--- src/rtl/hilo_div_pkg.sv ---
package hilo_div_pkg;

    localparam int INSTR_W = 32;

    localparam logic [5:0] OPC_REGFMT  = 6'b000000;
    localparam logic [5:0] FN_DIV_SGN  = 6'b011010;
    localparam logic [5:0] FN_DIV_UNS  = 6'b011011;

    typedef enum logic [1:0] {
        ST_IDLE = 2'd0,
        ST_RUN  = 2'd1,
        ST_FIX  = 2'd2
    } div_state_e;

    typedef struct packed {
        logic [5:0] opcode;
        logic [4:0] dst;
        logic [4:0] shift;
        logic [5:0] funct;
    } instr_fields_t;

    typedef struct packed {
        logic valid;
        logic is_signed;
    } div_cmd_t;

    function automatic instr_fields_t split_instr(input logic [INSTR_W-1:0] w);
        instr_fields_t f;
        f.opcode = w[31:26];
        f.dst    = w[15:11];
        f.shift  = w[10:6];
        f.funct  = w[5:0];
        return f;
    endfunction

    function automatic logic is_div_funct(input logic [5:0] fn);
        return (fn == FN_DIV_SGN) || (fn == FN_DIV_UNS);
    endfunction

endpackage

--- src/rtl/hilo_div_decode.sv ---
module hilo_div_decode
    import hilo_div_pkg::*;
(
    input  logic [INSTR_W-1:0] instr_i,
    output div_cmd_t           cmd_o
);
    instr_fields_t f;
    logic          unused_reg_fields;

    assign unused_reg_fields = ^instr_i[25:16];

    always_comb begin
        f               = split_instr(instr_i);
        cmd_o.valid     = (f.opcode == OPC_REGFMT) && (f.dst == '0) &&
                          (f.shift == '0) && is_div_funct(f.funct);
        cmd_o.is_signed = (f.funct == FN_DIV_SGN);
    end
endmodule

--- src/rtl/hilo_div_step.sv ---
module hilo_div_step #(
    parameter int W = 32
) (
    input  logic [W-1:0] rem_i,
    input  logic         bit_i,
    input  logic [W-1:0] dvs_i,
    output logic [W-1:0] rem_o,
    output logic         qbit_o
);
    logic [W:0]   shifted;
    logic [W+1:0] trial;

    always_comb begin
        shifted = {rem_i, bit_i};
        trial   = {1'b0, shifted} - {2'b00, dvs_i};
        qbit_o  = ~trial[W+1];
        rem_o   = qbit_o ? trial[W-1:0] : shifted[W-1:0];
    end
endmodule

--- src/rtl/hilo_div_seq.sv ---
module hilo_div_seq
    import hilo_div_pkg::*;
#(
    parameter int W = 32
) (
    input  logic         clk,
    input  logic         rst,
    input  logic         accept_i,
    input  div_cmd_t     cmd_i,
    input  logic [W-1:0] dvd_i,
    input  logic [W-1:0] dvs_i,
    output logic         busy_o,
    output logic         fix_o,
    output logic [W-1:0] quo_o,
    output logic [W-1:0] rem_o,
    output logic         neg_q_o,
    output logic         neg_r_o
);
    localparam int CW = (W > 1) ? $clog2(W) : 1;
    localparam logic [CW-1:0] LAST = CW'(W - 1);

    div_state_e    state_q;
    logic [CW-1:0] cnt_q;
    logic [W-1:0]  quo_q, rem_q, dvs_q;
    logic          negq_q, negr_q;
    logic [W-1:0]  rem_nx;
    logic          qbit;

    function automatic logic [W-1:0] magnitude(input logic [W-1:0] x, input logic sgn);
        return (sgn && x[W-1]) ? (~x + 1'b1) : x;
    endfunction

    hilo_div_step #(.W(W)) u_step (
        .rem_i (rem_q),
        .bit_i (quo_q[W-1]),
        .dvs_i (dvs_q),
        .rem_o (rem_nx),
        .qbit_o(qbit)
    );

    always_ff @(posedge clk) begin
        if (rst) begin
            state_q <= ST_IDLE;
            cnt_q   <= '0;
            quo_q   <= '0;
            rem_q   <= '0;
            dvs_q   <= '0;
            negq_q  <= 1'b0;
            negr_q  <= 1'b0;
        end else begin
            case (state_q)
                ST_IDLE: begin
                    if (accept_i) begin
                        quo_q   <= magnitude(dvd_i, cmd_i.is_signed);
                        dvs_q   <= magnitude(dvs_i, cmd_i.is_signed);
                        rem_q   <= '0;
                        cnt_q   <= '0;
                        negq_q  <= cmd_i.is_signed & (dvd_i[W-1] ^ dvs_i[W-1]);
                        negr_q  <= cmd_i.is_signed & dvd_i[W-1];
                        state_q <= ST_RUN;
                    end
                end
                ST_RUN: begin
                    rem_q <= rem_nx;
                    quo_q <= {quo_q[W-2:0], qbit};
                    cnt_q <= cnt_q + 1'b1;
                    if (cnt_q == LAST) state_q <= ST_FIX;
                end
                ST_FIX:  state_q <= ST_IDLE;
                default: state_q <= ST_IDLE;
            endcase
        end
    end

    assign busy_o  = (state_q != ST_IDLE);
    assign fix_o   = (state_q == ST_FIX);
    assign quo_o   = quo_q;
    assign rem_o   = rem_q;
    assign neg_q_o = negq_q;
    assign neg_r_o = negr_q;
endmodule

--- src/rtl/hilo_divider.sv ---
module hilo_divider
    import hilo_div_pkg::*;
#(
    parameter int W = 32
) (
    input  logic               clk,
    input  logic               rst,
    input  logic               start_i,
    input  logic [INSTR_W-1:0] instr_i,
    input  logic [W-1:0]       rs_val_i,
    input  logic [W-1:0]       rt_val_i,
    output logic               busy_o,
    output logic               done_o,
    output logic [W-1:0]       hi_o,
    output logic [W-1:0]       lo_o
);
    div_cmd_t     cmd;
    logic         accept, fix, neg_q, neg_r, busy;
    logic [W-1:0] quo, rem;
    logic [W-1:0] hi_q, lo_q;
    logic         done_q;

    hilo_div_decode u_dec (
        .instr_i(instr_i),
        .cmd_o  (cmd)
    );

    assign accept = start_i & cmd.valid & ~busy;

    hilo_div_seq #(.W(W)) u_seq (
        .clk     (clk),
        .rst     (rst),
        .accept_i(accept),
        .cmd_i   (cmd),
        .dvd_i   (rs_val_i),
        .dvs_i   (rt_val_i),
        .busy_o  (busy),
        .fix_o   (fix),
        .quo_o   (quo),
        .rem_o   (rem),
        .neg_q_o (neg_q),
        .neg_r_o (neg_r)
    );

    always_ff @(posedge clk) begin
        if (rst) begin
            hi_q   <= '0;
            lo_q   <= '0;
            done_q <= 1'b0;
        end else begin
            done_q <= fix;
            if (fix) begin
                lo_q <= neg_q ? (~quo + 1'b1) : quo;
                hi_q <= neg_r ? (~rem + 1'b1) : rem;
            end
        end
    end

    assign busy_o = busy;
    assign done_o = done_q;
    assign hi_o   = hi_q;
    assign lo_o   = lo_q;
endmodule

--- config.mk ---
export PLATFORM = sky130hd
export DESIGN_NAME = hilo_divider
export DESIGN_NICKNAME = d
export VERILOG_FILES = /design/src/rtl/hilo_div_pkg.sv /design/src/rtl/hilo_div_decode.sv /design/src/rtl/hilo_div_step.sv /design/src/rtl/hilo_div_seq.sv /design/src/rtl/hilo_divider.sv
export SDC_FILE = /design/constraint.sdc
export NUM_CORES = 1
export LEC_CHECK = 0
export BUFFER_PORTS_ARGS = -buffer_cell sky130_fd_sc_hd__buf_2
export CORE_MARGIN = 8
export CORE_UTILIZATION = 52
export CTS_CLUSTER_DIAMETER = 120
export DETAILED_ROUTE_END_ITERATION = 16
export PLACE_DENSITY_LB_ADDON = 0.15
export SLEW_MARGIN = 20
export SYNTH_ARGS = -nofsm -noshare
export SYNTH_HDL_FRONTEND = slang
export SYNTH_SLANG_ARGS = --single-unit
--- constraint.sdc ---
create_clock -name clk -period 6.05 [get_ports clk]
set_input_delay 0.3025 -clock clk [delete_from_list [all_inputs] [get_ports clk]]
set_output_delay 0.3025 -clock clk [all_outputs]
set_load 0.01 [all_outputs]
After elaboration in Yosys (flattened, before gate mapping)
Index checks and enable logic that the tools add are counted.
- flip-flop bits (word level): 170
- bits of input ports: 99
- output and inout bits: 66
- logic and storage cells: 63
- add/subtract/negate cells: 6
- equality and inequality tests: 7
- mux-type cells: 14
- bitwise logic cells: 11
- reduce and logical (&&, ||, !) cells: 15
- operator list (kind ; count):
    32-bit 2-to-1 mux ; 7
    32-bit by 1-bit adder with 32-bit output, second input constant ; 4
    32-bit NOT ; 4
    32-bit case mux with 2 select lines ; 2
    33-bit by 32-bit subtractor with 34-bit output ; 1
    6-bit by 5-bit equality test with 1-bit output, second input constant ; 2
    5-bit zero test ; 2
    5-bit case mux with 2 select lines ; 1
    6-bit zero test ; 1
    2-bit AND reduction ; 3
    5-bit by 1-bit adder with 5-bit output, second input constant ; 1
    5-bit equality test, second input constant ; 1
    1-bit logical AND ; 5
    5-bit 2-to-1 mux ; 1
    1-bit bitwise AND ; 4
    2-bit 2-to-1 mux ; 2
    2-bit case mux with 2 select lines ; 1
    2-bit nonzero test ; 2
    2-bit by 1-bit equality test with 1-bit output, second input constant ; 1
    2-bit equality test, second input constant ; 1
    2-bit zero test ; 1
    2-bit by 1-bit inequality test with 1-bit output, second input constant ; 1
    2-bit inequality test, second input constant ; 1
    1-bit NOT ; 2
    2 further kinds ; 2

Logic depth before layout (Yosys ltp)
- depth in word-level cells: 8
- mapped depth: 14

Modules after synthesis
Synthesis repeated with hierarchy kept, for this count alone.
- cells, all modules: 1535
- area total of the unflattened synthesis: 11785.1 sq um
- modules (own cells, without submodules) (module ; times used ; cells each ; area each (sq um) ; seq. area each (sq um)):
    hilo_div_seq ; 1 ; 697 ; 5561.6 ; 2102.0
    hilo_divider ; 1 ; 456 ; 3713.6 ; 1301.2
    hilo_div_step ; 1 ; 373 ; 2429.8 ; 0.0
    hilo_div_decode ; 1 ; 9 ; 80.1 ; 0.0

Least setup slack after synthesis
Ideal clock, no wire load.
- path type: register to register
- start: reg u_seq.rem_q[20] (netlist: u_seq.rem_o[20])
- end: reg u_seq.rem_q[10] (netlist: u_seq.rem_o[10])
- setup time: 128 ps
- arrival: 2826 ps
- data required time: 5922 ps
- path slack: 3096 ps
- stages on the path, launching flop included: 12
- cells stage by stage: dfxtp_1 -> ha_1 -> clkbuf_1 -> nand4_1 -> or4_1 -> o32ai_1 -> o221ai_1 -> a31oi_1 -> buf_2 -> buf_2 -> mux2i_1 -> o21ai_0
- word-level cells in the longest chain between the ends: 3
- RTL lines (element ; RTL line ; source):
    start, declared ; hilo_div_seq.sv:24 ; logic [W-1:0] quo_q, rem_q, dvs_q;
    start signal, assigned ; hilo_div_seq.sv:64 ; rem_q <= rem_nx;
    33-bit by 32-bit subtractor with 34-bit output ; hilo_div_step.sv:15 ; trial = {1'b0, shifted} - {2'b00, dvs_i};
    32-bit 2-to-1 mux ; hilo_div_step.sv:17 ; rem_o = qbit_o ? trial[W-1:0] : shifted[W-1:0];
    32-bit case mux with 2 select lines ; hilo_div_seq.sv:51 ; case (state_q)
No other way between the ends.
A chain may end at the register's enable or synchronous reset.

Final worst setup path
- start: reg u_seq.rem_q[22] (netlist: u_seq.rem_o[22])
- end: reg u_seq.rem_q[13] (netlist: u_seq.rem_o[13])
Same word-level chain as after synthesis.

==> impl_metrics.toml <==
[placed_design]
hpwlAfterDp_mm = 20.67
dp.cells = 1678
pre_cts_ws_ns = 2.560
routabilityCongestion = 0.9012
placed_area_um2 = 11330
port_buffers = 154

[route]
routed_via_density = 5.725
ant_nets = 0
wire_per_inst_um = 16.12
drtIter0Drc = 799
dr_total_vias = 9790
finalWirelength_mm = 27.56
first_pass_iters = 5
route.detailed.drc = 0

[logic_synthesis]
synth_warnings = 0
synth_ff_type = "dfxtp_1"
synth_cell_type_count = 62
synth_cells = 1329
synth_most_common_cell = "dfxtp_1"
synth.top_cell.area_share_pct = 32.59
synth_edf_count = 0
syn_area_um2 = 10440
syn_area_per_cell_um2 = 7.857
ys_top_cells_by_count = "dfxtp_1 (170), nand2_1 (149), nor2_1 (134)"
synth_area_leaders = "dfxtp_1 (33%), xor2_1 (7.8%), a211oi_1 (5.8%), nand2_1 (5.4%), nor2_1 (4.8%)"
yosysSeqAreaShare_pct = 32.59
yosys.area.top_type = "dfxtp_1"
synth_seq_cells = 170
synth_nets = 1467
async_flop_share_pct = 0

[pwr]
cellLeakagePower_uw = 0.004801
ir_worst_vdd_v = 0.0001320
p_per_area_nw_per_um2 = 192.6

[setup_path]
crit_slowest_cell = "or4_1"
worstPathCellList = "ha_1 > nand4_1 > or4_1 > o32ai_1 > o221ai_1 > a31oi_4 > buf_4 > mux2i_1 > o21ai_0"
endpoint_kind = "flip-flop"
cp.arrival_ns = 3.86
crit_family = "compound AO/OA/AOI/OAI gates"
critPathKind = "reg -> reg"
crit_fanout = 36
cp-start-kind = "flip-flop"
timing.critical_path.buf_inv = 1
cpPeakStageDelay_ns = 0.57
worstPathRequired_ns = 6.31

[floorplanning]
num_rows = 52
die_y_um = 157.7
core_um2 = 19970
num_io_pins = 165
start_util_pct = 52.28
dieArea_um2 = 24870
die_x_um = 157.7

[final_layout]
final_nets = 1565
drive_gt1_share_pct = 14.93
antennaDiodeCount = 0
fillers = 1900
stdcell_area_um2 = 11920
postLayoutCoreUtil_pct = 59.65
area_growth_pct = 14.10
fin_cells = 1710

[timing]
slew_viol_final = 0
slew_headroom_pct = 32.15
final.setup.worst_slack_ns = 2.458
hold_viol = 0
timing.fmax_mhz = 278.4
fin_skew_ns = 0.007794
fin_crit_ns = 3.592
fin_crit_sh_pct = 59.38
final.setup.tns_ns = 0
tightest_slew_ns = 1.016
setup_viol = 0
rsz0062_at_grt = "false"

[run_status]
status = "finished clean"

[cts]
clockBufferDepth = 2
clock_sinks = 170
htree_levels = 4
cts_resized = 0
ctsRootBufferMaster = "clkbuf_16"
clkLatencyLatePin_ns = 0.43
cts_buffers = 17
clk_transition_reported_paths_ns = 0.07
post_cts_buffers = 0
postCtsHoldBufs = 0
tritoncts = "built"

[global_routing]
grt_max_degree = 93
grt_pass1_wl_mm = 44.07
grt_overflow = 0
antenna_found_initial = 0
grtUsageTotal_pct = 21.75
grt_pass1_vias = 8765

[flow_run]
maxCapViolCount = 0

[min_path]
hp-class = "in -> reg"
## per-layer routing
layer | share of wire (%) | global-route usage [%] | vias up | wire (um)
met3 | 6.2 | 3.631 | 17 | 1712
li1 | - | - | 4982 | -
met2 | 40 | 30.80 | 290 | 10940
met1 | 53 | 33.02 | 4501 | 14640
met4 | 0.98 | 5.530 | 0 | 269
met5 | 0 | 0 | - | 0
## cells by family after synthesis
kind of cell               count (synthesis)  share of synthesized area [%]
muxes                                     29                          2.792
DFF                                      170                          32.59
AOI/OAI and AO/OA                        394                          24.79
adders and majority gates                 39                          4.745
and+or+nand+nor                          425                          18.70
buffers and inverters                    135                          4.888
xor gates and xnor gates                 137                          11.49
## path summary, 6_finish.rpt
kind / from / endpoint / slack (ns) / depth (start not counted)
hold / removal: rt_val_i[0] / u_seq.dvs_q[0] / 0.15 / 3
setup / recovery: u_seq.rem_o[22] / u_seq.rem_o[13] / 2.46 / 9
setup reg to reg: u_seq.rem_o[22] / u_seq.rem_o[13] / 2.46 / 9
hold reg to reg: lo_o[24] / lo_o[24] / 0.45 / 2
## final cells by class
cell class	count	area, um2	share of cell area [%]
Clock inverter	11	111.4	0.9346
Timing Repair Buffer	161	825.8	6.931
Multi-Input combinational cell	1024	6566	55.11
Tap cell	270	337.8	2.835
Inverter	53	198.9	1.670
Sequential cell	170	3405	28.57
Clock buffer	21	470.5	3.948
## state kept, by name, indices dropped and copies added (netlist names)
| register | cells |
|---|---|
| done_o | 1 |
| u_seq.neg_q_o | 1 |
| u_seq.neg_r_o | 1 |
| u_seq.rem_o | 32 |
| u_seq.cnt_q | 5 |
| lo_o | 32 |
| u_seq.dvs_q | 32 |
| u_seq.state_q | 2 |
| u_seq.quo_o | 32 |
| hi_o | 32 |
## stage by stage
step	total power, uW	hold slack [ns]
6_report	2295	0.1528
5_1_grt	2365	0.1603
4_1_cts	2307	0.1375
3_5_place_dp	1240	0.4441
3_3_place_gp	1239	0.4362
2_1_floorplan	1187	0.4319
## tightest hold or removal path, cell delays in order
cell and delay, ns:
buf_2 0.13, nand2_1 0.06, a21oi_1 0.05
## power breakdown
group	switching (uW)	internal, uW	leakage, uW
clock network	474	606	0.000269
registers	0.000208	1120	0.00137
logic	58.4	38.5	0.00316
## cells in the final DEF (no fill, tap or decap), types with 4 or more instances in the layout
cell and count:
dfxtp_1 169, buf_2 153, nand2_1 149, nor2_1 133
a21oi_1 100, xor2_1 93, o21ai_0 82, a211oi_1 81
inv_1 53, xnor2_1 44, ha_1 38, a22oi_1 30
mux2i_1 28, o31ai_1 26, nand3_1 25, or3_1 21
clkbuf_16 17, nor3_1 15, nor4_1 13, o41ai_1 13
or4_1 11, nand4_1 10, a21o_1 9, buf_4 8
nand2b_1 7, nor2b_1 6, a31oi_1 6, nand3b_1 6
a22o_1 6, or2_2 5, and3_1 5, a311oi_1 5
clkinvlp_4 5, o311ai_0 4, o2bb2a_1 4, inv_6 4
Note: power is estimated with default switching activity, not from simulation.
